===== src/rtl/agc_loop_pkg.sv =====
package agc_loop_pkg;
  localparam int unsigned CW = 8;   // coefficient / parameter width
  localparam int unsigned LW = 8;   // level code width

  typedef enum logic [2:0] {
    SEL_POLE  = 3'd0,
    SEL_LEVEL = 3'd1,
    SEL_GAIN1 = 3'd2,
    SEL_GAIN2 = 3'd3,
    SEL_THRES = 3'd4
  } prm_sel_e;

  typedef struct packed {
    logic [CW-1:0] pole;
    logic [LW-1:0] level;
    logic [CW-1:0] gain1;
    logic [CW-1:0] gain2;
    logic [LW-1:0] thres;
  } prm_set_t;
endpackage


===== src/rtl/agc_param_bank.sv =====
module agc_param_bank
  import agc_loop_pkg::*;
(
  input  logic           clk,
  input  logic           rst_n,
  input  logic           wr_en,
  input  logic [2:0]     wr_sel,
  input  logic [CW-1:0]  wr_data,
  input  logic           init,
  output prm_set_t       work_o
);
  prm_set_t shadow_q, shadow_d;
  prm_set_t work_q, work_d;

  always_comb begin
    shadow_d = shadow_q;
    if (wr_en) begin
      case (prm_sel_e'(wr_sel))
        SEL_POLE:  shadow_d.pole  = wr_data;
        SEL_LEVEL: shadow_d.level = wr_data;
        SEL_GAIN1: shadow_d.gain1 = wr_data;
        SEL_GAIN2: shadow_d.gain2 = wr_data;
        SEL_THRES: shadow_d.thres = wr_data;
        default:   shadow_d = shadow_q;
      endcase
    end
  end

  always_comb begin
    work_d = work_q;
    if (init) work_d = shadow_q;
  end

  always_ff @(posedge clk or negedge rst_n) begin
    if (!rst_n) begin
      shadow_q <= '0;
      work_q   <= '0;
    end else begin
      shadow_q <= shadow_d;
      work_q   <= work_d;
    end
  end

  assign work_o = work_q;

  // working parameters move only on an initialize
  a_r2_hold_params: assert property (@(posedge clk) disable iff (!rst_n)
    !init |=> $stable(work_q));
endmodule


===== src/rtl/agc_gain_select.sv =====
module agc_gain_select
  import agc_loop_pkg::*;
(
  input  logic               clk,
  input  logic               rst_n,
  input  logic [LW-1:0]      level_ref,
  input  logic [LW-1:0]      level_meas,
  input  logic [LW-1:0]      thres,
  input  logic [CW-1:0]      gain1,
  input  logic [CW-1:0]      gain2,
  output logic signed [LW:0] err_o,
  output logic [CW-1:0]      gain_o
);
  logic signed [LW:0] err;
  logic [LW:0]        mag;
  logic               big_err;

  always_comb begin
    err     = $signed({1'b0, level_ref}) - $signed({1'b0, level_meas});
    mag     = err[LW] ? $unsigned(-err) : $unsigned(err);
    big_err = (mag > {1'b0, thres});
    gain_o  = big_err ? gain2 : gain1;
    err_o   = err;
  end

  // the gain handed on is always one of the two programmed gains
  a_r4_gain_member: assert property (@(posedge clk) disable iff (!rst_n)
    (gain_o == gain1) || (gain_o == gain2));
endmodule


===== src/rtl/agc_loop_core.sv =====
module agc_loop_core
  import agc_loop_pkg::*;
#(
  parameter int unsigned AW   = 16,
  parameter int unsigned FRAC = 4
) (
  input  logic                 clk,
  input  logic                 rst_n,
  input  logic                 init,
  input  logic                 sample,
  input  logic [CW-1:0]        pole,
  input  logic [CW-1:0]        gain,
  input  logic signed [LW:0]   err,
  output logic signed [AW-1:0] acc_o,
  output logic                 vld_o
);
  localparam int unsigned PPW = AW + CW + 1;          // pole product width
  localparam int unsigned EW  = LW + 1 + FRAC;        // scaled error width
  localparam int unsigned KPW = EW + CW + 1;          // gain product width
  localparam int unsigned SW  = AW + 2;               // sum width
  localparam logic signed [PPW-1:0] P_HALF = PPW'(1) <<< (CW-1);
  localparam logic signed [KPW-1:0] K_HALF = KPW'(1) <<< (CW-1);
  localparam logic signed [SW-1:0]  S_MAX  = SW'((1 << (AW-1)) - 1);
  localparam logic signed [SW-1:0]  S_MIN  = -(SW'(1) <<< (AW-1));

  logic signed [AW-1:0]  acc_q, acc_d;
  logic                  vld_q, vld_d;
  logic                  upd;
  logic signed [PPW-1:0] p_ext, a_ext, p_prod, p_rnd;
  logic signed [KPW-1:0] k_ext, e_ext, k_prod, k_rnd;
  logic signed [EW-1:0]  e_scl;
  logic signed [SW-1:0]  sum;

  assign upd = sample & ~init;

  always_comb begin
    p_ext  = $signed({{(AW+1){1'b0}}, pole});
    a_ext  = $signed({{(CW+1){acc_q[AW-1]}}, acc_q});
    p_prod = p_ext * a_ext;
    p_rnd  = (p_prod + P_HALF) >>> CW;

    e_scl  = $signed({err, {FRAC{1'b0}}});
    k_ext  = $signed({{(EW+1){1'b0}}, gain});
    e_ext  = $signed({{(CW+1){e_scl[EW-1]}}, e_scl});
    k_prod = k_ext * e_ext;
    k_rnd  = (k_prod + K_HALF) >>> CW;

    sum = $signed(p_rnd[SW-1:0]) + $signed(k_rnd[SW-1:0]);

    acc_d = acc_q;
    vld_d = 1'b0;
    if (init) begin
      acc_d = '0;
    end else if (upd) begin
      vld_d = 1'b1;
      if (sum > S_MAX)      acc_d = S_MAX[AW-1:0];
      else if (sum < S_MIN) acc_d = S_MIN[AW-1:0];
      else                  acc_d = sum[AW-1:0];
    end
  end

  always_ff @(posedge clk or negedge rst_n) begin
    if (!rst_n) begin
      acc_q <= '0;
      vld_q <= 1'b0;
    end else begin
      acc_q <= acc_d;
      vld_q <= vld_d;
    end
  end

  assign acc_o = acc_q;
  assign vld_o = vld_q;

  // initialize clears the accumulator and suppresses valid
  a_r8_init_clear: assert property (@(posedge clk) disable iff (!rst_n)
    init |=> (acc_q == '0) && !vld_q);
  // valid only follows an accepted sample
  a_r9_valid_follows: assert property (@(posedge clk) disable iff (!rst_n)
    vld_q |-> $past(sample && !init));
  // without a sample or initialize the word holds
  a_r9_hold: assert property (@(posedge clk) disable iff (!rst_n)
    (!sample && !init) |=> $stable(acc_q));
endmodule


===== src/rtl/agc_dual_gain_loop.sv =====
module agc_dual_gain_loop
  import agc_loop_pkg::*;
#(
  parameter int unsigned AW   = 16,
  parameter int unsigned FRAC = 4
) (
  input  logic                 clk,
  input  logic                 rst_n,
  input  logic                 wr_en,
  input  logic [2:0]           wr_sel,
  input  logic [7:0]           wr_data,
  input  logic                 init,
  input  logic                 lvl_valid,
  input  logic [7:0]           lvl_in,
  output logic signed [AW-1:0] gain_out,
  output logic                 gain_valid
);
  prm_set_t           work;
  logic signed [LW:0] err;
  logic [CW-1:0]      k_sel;

  agc_param_bank u_bank (
    .clk     (clk),
    .rst_n   (rst_n),
    .wr_en   (wr_en),
    .wr_sel  (wr_sel),
    .wr_data (wr_data),
    .init    (init),
    .work_o  (work)
  );

  agc_gain_select u_sel (
    .clk        (clk),
    .rst_n      (rst_n),
    .level_ref  (work.level),
    .level_meas (lvl_in),
    .thres      (work.thres),
    .gain1      (work.gain1),
    .gain2      (work.gain2),
    .err_o      (err),
    .gain_o     (k_sel)
  );

  agc_loop_core #(.AW(AW), .FRAC(FRAC)) u_core (
    .clk    (clk),
    .rst_n  (rst_n),
    .init   (init),
    .sample (lvl_valid),
    .pole   (work.pole),
    .gain   (k_sel),
    .err    (err),
    .acc_o  (gain_out),
    .vld_o  (gain_valid)
  );
endmodule


===== config.mk =====
export PLATFORM = sky130hd
export DESIGN_NAME = agc_dual_gain_loop
export DESIGN_NICKNAME = d
export VERILOG_FILES = /design/src/rtl/agc_loop_pkg.sv /design/src/rtl/agc_param_bank.sv /design/src/rtl/agc_gain_select.sv /design/src/rtl/agc_loop_core.sv /design/src/rtl/agc_dual_gain_loop.sv
export SDC_FILE = /design/constraint.sdc
export NUM_CORES = 1
export LEC_CHECK = 0
export ABC_AREA = 1
export ABC_CLOCK_PERIOD_IN_PS = 10300
export CORE_ASPECT_RATIO = 1.1
export CORE_MARGIN = 1
export CORE_UTILIZATION = 58
export CTS_BUF_LIST = sky130_fd_sc_hd__clkbuf_8 sky130_fd_sc_hd__clkbuf_16
export DETAILED_ROUTE_END_ITERATION = 7
export GPL_TIMING_DRIVEN = 0
export PLACE_DENSITY = 0.79
export SKIP_LAST_GASP = 1
export SYNTH_ARGS = -nofsm -noshare
export SYNTH_HDL_FRONTEND = slang
export SYNTH_SLANG_ARGS = --single-unit

===== constraint.sdc =====
create_clock -name clk -period 10.3 [get_ports clk]
set_clock_uncertainty 0.2 [all_clocks]
set_input_delay 2.06 -clock clk [delete_from_list [all_inputs] [get_ports clk]]
set_output_delay 2.06 -clock clk [all_outputs]
set_load 0.02 [all_outputs]

==> impl_summary.txt, run 1 <==
----------------------------------------------------
[Die]
  Floorplan row count ... between 50 and 60
  Floorplan Core Area ... 22300 um2
  DIE HEIGHT ... 161 um
  Horizontal die dimension ... 147 um
  Total die area ... approximately 24000 um2
  Initial core utilization ... 59.7%
  # IOs ... 41

[Synth]
  Area share of and/or/nand/nor cells after synthesis ... 20.0%
  Share of the synthesized area in the top cell type ... between 20% and 30%
  Proportion of synthesized area in mux cells ... 2.03%
  Complex-gate fraction of the synthesized area ... 7.07%
  Synth cell types ... 50
  Dominant combinational cell family by area after synthesis ... adder cells
  Share of flip-flops with an asynchronous set or reset ... 100%
  Mapped Cells ... ~1700
  Post-synthesis cell area ... 13300 um2
  Area contributors post-synth ... fa_1, dfrtp_1, ha_1
  Cell with the most instances after synthesis ... inv_1
  Post-Synthesis Mean Instance Area ... 7.85 um2
  Sequential fraction of the synthesis area ... 18.2%
  Total nets after synthesis ... 2015
  Leading cell types by count after synthesis ... inv_1, nand2_1, fa_1
  Most used DFF post-synth ... dfrtp_1
  Total number of yosys warnings ... 0
  EDFF count, synth ... 0
  Cell type with the largest total area after synthesis ... fa_1
  Synth Register Bits ... 97
  Adder and majority cell fraction of the synthesized area ... a little over a third
  Post-Synth XOR/XNOR Area ... between 3 and 4%

[Clocking]
  Total CTS buffers ... 9
  Insertion delay of the later-clocked pin in the worst-skew pair ... 0.35 ns
  Hold-fix buffers, CTS ... 0
  Buffer levels on the longest clock path ... 2
  Clk sinks ... 97
  Clock tree from TritonCTS ... yes
  Maximum level of the CTS H-tree ... 3
  Clock transition at the registers of the reported paths ... 0.07 ns
  Clk root buf ... clkbuf_16

[Critical path]
  Largest fanout on the critical path ... 5
  Master of the slowest instance on the critical path ... fa_1
  Nature of the critical path endpoint ... register
  Worst-case register-to-register setup slack ... 0.39 ns
  Number of cells on the worst reg-to-reg path ... 53
  Critical path type ... primary input to register
  Worst EP arrival ... 11.26 ns
  Crit Reg-Reg Endpoint ... u_core.acc_o[4]$_DFFE_PN0P_
  Req. time, crit path ... 10.38 ns
  Sort of element at the start of the critical path ... primary input
  Reg2Reg Launch Point ... u_bank.work_o[24]$_DFFE_PN0P_
  Highest cell delay on the worst timing path ... ~0.54 ns

[Worst hold path]
  Worst Hold Depth ... 2
  Worst min-delay path endpoint ... u_bank.shadow_q[21]$_DFFE_PN0P_
  Start point of the worst min-delay path ... u_bank.shadow_q[21]$_DFFE_PN0P_
  Classification of the worst-slack hold path ... register to register

[STA]
  Slew at the pin closest to its max-slew limit ... about 0.77 ns
  Count of final hold-check violations ... 0
  Final cycle utilization of the critical path ... 108%
  Worst slack on hold paths ... 0.289 ns
  Number of endpoints failing setup at the final stage ... 16
  Fmax ... 89.5 MHz
  Setup slack after layout ... -0.874 ns
  Setup repair after global routing missed its margin ... yes
  Setup TNS after final layout ... -13.35 ns
  Crit path time final ... 11.17 ns
  Count of final max-slew check failures ... 0
  Remaining max-slew budget at the tightest pin ... 49.0%

[Final layout]
  Area Overhead vs Synth ... 18.9%
  Layout fillers ... 1688
  Layout cells sized above 1 ... between 10% and 20%
  Post-route cell area ... 15800 um2
  ANT cells ... 0
  Final #Nets ... 2134
  Fin util ... 71.0%

[Detailed routing]
  Via count ... 11400
  Number of iterations in the first detailed-routing pass ... 5
  Remaining antenna violation count after routing ... 0
  Total Routed Length ... ~34 mm
  # DRC ... 0
  Vias/cell ... 5.38
  Routed length per placed instance ... 15.9 um
  Iteration-0 DRC count of the detailed router ... 703

[Global routing]
  Total routing resource utilization after global routing ... 28.7%
  Wire length of the first global-routing pass ... 53.6 mm
  Vias in the first global route ... 11500
  Pin count of the biggest net entering global routing ... 52
  Aggregate global routing overflow ... 0
  Initial antenna violation count ... 0

[Placed design]
  Count of buffers inserted at the top-level ports ... 40
  Area after DPL ... about 14000 um2
  HPWL Detailed ... between 20 and 30 mm
  Global placement routability congestion ... 0.929

[Job]
  Number of maximum-capacitance constraint violations ... 0

[Status]
  Violated checks ... negative setup slack
  Run status ... finished with violations

----------------------------------------------------
==> per-layer routing <==
metal	GRT usage, %	vias up	share of wire (%)
li1	-	5380	-
met1	34.5	5577	40
met2	52.4	373	52
met3	4.69	61	5.3
met4	8.52	0	2.7
met5	0	-	0
==> cell families after synthesis <==
family / Yosys count
flip-flops: 97
AO/OA/AOI/OAI: 153
buffers and inverters: 462
AND/OR/NAND/NOR: 618
XOR/XNOR: 53
multiplexers: 24
adder cells (fa/ha/maj): 292
==> sequential cells by signal, indices dropped and copies added (netlist names) <==
signal	count
u_core.acc_o	16
u_core.vld_o	1
u_bank.shadow_q	40
u_bank.work_o	40
==> worst max-delay path: cells and delay by family <==
family                   cells  cell delay [ns]
adder cells (fa/ha/maj)     11             3.77
AO/OA/AOI/OAI                6             1.13
XOR/XNOR                     3             0.78
buffers and inverters       12             1.27
AND/OR/NAND/NOR             21             2.21
==> cells in the final DEF (no fill, tap or decap), drive strengths merged <==
cell	synthesis	final
inv	410	413
nand2	408	408
fa	147	147
ha	145	145
nor2	99	99
dfrtp	97	97
nand3	84	84
o21ai	83	83
buf	12	83
clkbuf	39	48
a21oi	45	45
xor2	35	35
clkdlybuf4s50	0	31
mux2	24	24
xnor2	18	18
nand4	14	14
nor3	9	9
o21bai	5	5
dlygate4sd2	0	5
a31oi	4	4
o21a	4	4
clkinv	1	4
a21o	3	3
or2	2	2
o31ai	2	2
o221a	1	1
a31o	1	1
o22ai	1	1
nor4	1	1
o221ai	1	1
a41oi	1	1
a221oi	1	1
a21boi	1	1
nand3b	1	1
clkinvlp	0	1
clkdlybuf4s15	0	1
==> repair_timing <==
action                     in CTS  in global routing
setup buffers                  45                 20
gates cloned                    3                  0
hold endpoints to repair        0                  0
pin swaps                      72                 78
resized for setup             109                 66
setup endpoints to repair      16                 16
==> worst max-delay path by stage <==
stage | end | slack (ns) | depth (start not counted) | start
floorplan | u_core.acc_o[10]$_DFFE_PN0P_ | -0.54 | 54 | lvl_in[0]
global placement | u_core.acc_o[13]$_DFFE_PN0P_ | -1.89 | 57 | lvl_in[0]
detailed placement | u_core.acc_o[8]$_DFFE_PN0P_ | -2.03 | 54 | lvl_in[0]
CTS | u_core.acc_o[7]$_DFFE_PN0P_ | -0.70 | 56 | lvl_in[0]
global route | u_core.acc_o[14]$_DFFE_PN0P_ | -1.23 | 53 | lvl_in[0]
finish | u_core.acc_o[4]$_DFFE_PN0P_ | -0.87 | 53 | lvl_in[0]
==> layout make-up <==
type	count	area, um2	share of cell area [%]
Tap cell	295	369	2.33
Inverter	411	1580	9.94
Multi-Input combinational cell	1140	9950	62.8
Clock buffer	9	225	1.42
Clock inverter	7	48.8	0.308
Timing Repair Buffer	109	1000	6.34
Buffer	50	244	1.54
Sequential cell	97	2430	15.3
==> metrics by stage <==
step,instances,worst slack [ns]
2_1_floorplan,1699,-0.537
3_3_place_gp,2034,-1.89
3_5_place_dp,2035,-2.03
4_1_cts,2099,-0.702
5_1_grt,2118,-1.23
6_report,2118,-0.874
Power of run 1 is left out: the tool's default activity adds up to more than one toggle a clock period on the data nets, which glitch-free logic cannot reach.
==> inputs of run 2 (changes only) <==
- ABC_AREA: 1 -> default
==> run 2 against run 1 <==
The run still ends with negative setup slack left. Synthesized area down 4.6%. Global-route usage up 0.67 points. Critical path depth down 1. First-iteration DRC count down 42%. Flip-flop and latch count unchanged. Register-to-register slack worse by 2.1 ns. Wire length down 8.0%. Synthesized cell count down 23%. Sequential share of layout area up 1.1 points. Maximum frequency down 16%. Highest routed layer unchanged.
==> impl_summary.txt, run 2 <==
----------------------------------------------------
[Critical path]
  Largest fanout on the critical path ... 10
  Worst-case register-to-register setup slack ... -1.70 ns
  Reg2Reg Launch Point ... u_bank.work_o[24]$_DFFE_PN0P_
  Worst EP arrival ... between 10 and 15 ns
  Master of the slowest instance on the critical path ... fa_1
  Nature of the critical path endpoint ... register
  Highest cell delay on the worst timing path ... 0.55 ns
  Crit Reg-Reg Endpoint ... u_core.acc_o[9]$_DFFE_PN0P_
  Critical path type ... primary input to register
  Top cell by count, worst path ... o21a_1
  Req. time, crit path ... 10.33 ns
  Number of cells on the worst reg-to-reg path ... 52
  Sort of element at the start of the critical path ... primary input

[Die]
  # IOs ... 41
  Floorplan Core Area ... 21400 um2
  Floorplan row count ... 56
  Total die area ... 22500 um2
  DIE HEIGHT ... 157 um
  Initial core utilization ... 59.3%
  Horizontal die dimension ... 143 um

[Global routing]
  Pin count of the biggest net entering global routing ... 67
  Vias in the first global route ... 10600
  Wire length of the first global-routing pass ... a little over 50 mm
  Aggregate global routing overflow ... 0
  Total routing resource utilization after global routing ... about 29%
  Initial antenna violation count ... 0

[Synth]
  Leading cell types by count after synthesis ... inv_1, fa_1, ha_1
  Cell with the most instances after synthesis ... inv_1
  Complex-gate fraction of the synthesized area ... under 10%
  Most used DFF post-synth ... dfrtp_1
  Area share of and/or/nand/nor cells after synthesis ... 14.0%
  Dominant combinational cell family by area after synthesis ... adder cells
  Total nets after synthesis ... 1630
  Synth cell types ... 77
  Share of the synthesized area in the top cell type ... 23.1%
  Post-synthesis cell area ... 12700 um2
  Post-Synth XOR/XNOR Area ... under 10%
  EDFF count, synth ... 0
  Sequential fraction of the synthesis area ... between 10% and 20%
  Adder and majority cell fraction of the synthesized area ... 37.4%
  Synth Register Bits ... 97
  Cell type with the largest total area after synthesis ... fa_1
  Area contributors post-synth ... fa_1, dfrtp_1, ha_1
  Post-Synthesis Mean Instance Area ... 9.68 um2
  Mapped Cells ... 1314
  Proportion of synthesized area in mux cells ... ~7.6%
  Share of flip-flops with an asynchronous set or reset ... 100%
  Total number of yosys warnings ... 0

[Final layout]
  Combined area of the multi-input logic cells ... 9840 um2
  Layout fillers ... around 1500
  Area used by sequential logic in the layout ... about 2400 um2
  Commonest non-fill, non-tap cell in the layout ... inv_1
  Area Overhead vs Synth ... 16.1%
  Highest-count cells in the layout ignoring fill and taps ... inv_1, fa_1, ha_1
  Number of non-filler instances in the completed layout ... 1708
  ANT cells ... 0
  Final #Nets ... 1729
  Layout cells sized above 1 ... around 17%
  Fin util ... roughly 70%

[STA]
  Count of final hold-check violations ... 0
  Setup slack after layout ... -3.00 ns
  Setup TNS after final layout ... -46.77 ns
  Final cycle utilization of the critical path ... 129%
  Count of final max-slew check failures ... 0
  Fmax ... 75.2 MHz
  Remaining max-slew budget at the tightest pin ... 17.5%
  Setup repair after global routing missed its margin ... yes
  Crit path time final ... between 10 and 15 ns
  Slew at the pin closest to its max-slew limit ... around 1.2 ns
  Worst slack on hold paths ... 0.303 ns
  Number of endpoints failing setup at the final stage ... 16

[Detailed routing]
  Vias/cell ... ~5.7
  Number of iterations in the first detailed-routing pass ... 5
  Iteration-0 DRC count of the detailed router ... 409
  Routed length per placed instance ... 18.1 um
  Total Routed Length ... 30.9 mm
  Remaining antenna violation count after routing ... 0
  Via count ... just under 10000
  # DRC ... 0

[Clocking]
  Insertion delay of the later-clocked pin in the worst-skew pair ... 0.35 ns
  Clock transition at the registers of the reported paths ... approximately 0.070 ns
  Clk sinks ... 97
  Total CTS buffers ... 9
  Maximum level of the CTS H-tree ... 3
  Clk root buf ... clkbuf_16
  Clock tree from TritonCTS ... yes
  Buffer levels on the longest clock path ... 2

[Placed design]
  Global placement routability congestion ... 0.840
  HPWL Detailed ... 23.1 mm
  Count of buffers inserted at the top-level ports ... 37
  # placed instances ... 1642

[Worst hold path]
  Worst Hold Depth ... 2
  Classification of the worst-slack hold path ... register to register
  Start point of the worst min-delay path ... u_bank.shadow_q[6]$_DFFE_PN0P_
  Worst min-delay path endpoint ... u_bank.work_o[6]$_DFFE_PN0P_

[Job]
  Number of maximum-capacitance constraint violations ... 0

[Status]
  Run status ... finished with violations
  Violated checks ... negative setup slack

----------------------------------------------------
-- run 2: cell types whose count changed in the layout (fill, tap and decap cells not counted), moves of 23 or more --
cell     change
nand2_2     -34
inv_1      -179
o21ai_0     -50
mux2_2      +50
nand3_2     -29
and2_1      +81
nand3_1     -33
nand2_1    -271
xnor2_1     +23
-- run 2: per-stage QoR --
step | setup slack [ns] | cell area [um2]
after floorplan | -2.44 | 13000
after global placement | -3.91 | 13700
after detailed placement | -4.08 | 13700
after CTS | -2.83 | 14600
after global routing | -3.31 | 14800
final | -3.00 | 14800
-- run 2: worst max path at each step --
stage / startpoint / cells past startpoint / endpoint / slack [ns]
after global placement: lvl_in[0] / 52 / u_core.acc_o[13]$_DFFE_PN0P_ / -3.91
after detailed placement: lvl_in[0] / 52 / u_core.acc_o[13]$_DFFE_PN0P_ / -4.08
after global routing: lvl_in[0] / 54 / u_core.acc_o[2]$_DFFE_PN0P_ / -3.31
final: lvl_in[0] / 52 / u_core.acc_o[9]$_DFFE_PN0P_ / -3.00
after floorplan: lvl_in[0] / 50 / u_core.acc_o[10]$_DFFE_PN0P_ / -2.44
after CTS: lvl_in[0] / 53 / u_core.acc_o[13]$_DFFE_PN0P_ / -2.83
-- run 2: layout make-up --
type                    count  share of cell area, %
repair buffers             90                   5.72
flip-flops and latches     97                   16.4
well taps                 290                   2.46
plain buffers              39                   1.36
clock buffers               9                   1.52
inverters                 209                   5.35
multi-input cells         967                   66.6
clock inverters             7                  0.525
-- run 2: cells by family after synthesis --
group / count (synthesis)
XOR/XNOR: 67
multiplexers: 87
AND/OR/NAND/NOR: 352
buffers and inverters: 250
AO/OA/AOI/OAI: 169
adder cells (fa/ha/maj): 292
flip-flops: 97
-- run 2: critical path, delay by kind of cell --
family | cells | cell delay, ns
muxes | 1 | 0.35
and+or+nand+nor | 8 | 1.48
adders and majority gates | 10 | 3.78
xor gates and xnor gates | 3 | 0.43
buffers and inverters | 10 | 1.12
AOI/OAI and AO/OA | 20 | 4.11
-- run 2: what timing repair did --
| item | in CTS | in global routing |
|---|---|---|
| pin swaps | 57 | 20 |
| hold buffers | 0 | 0 |
| buffers inserted | 40 | 10 |
| cloned | 3 | 0 |
| gates resized for setup | 53 | 31 |
| setup endpoints to repair | 16 | 16 |
-- run 2: metal layers --
| metal | wire (um) | share of wire (%) | track usage (%) |
|---|---|---|---|
| met5 | 0 | 0 | 0 |
| met2 | 16200 | 52 | 53.7 |
| met1 | 12100 | 39 | 33.7 |
| met4 | 1490 | 4.8 | 15.0 |
| met3 | 1120 | 3.6 | 3.22 |
Power of run 2 is left out for the same reason.
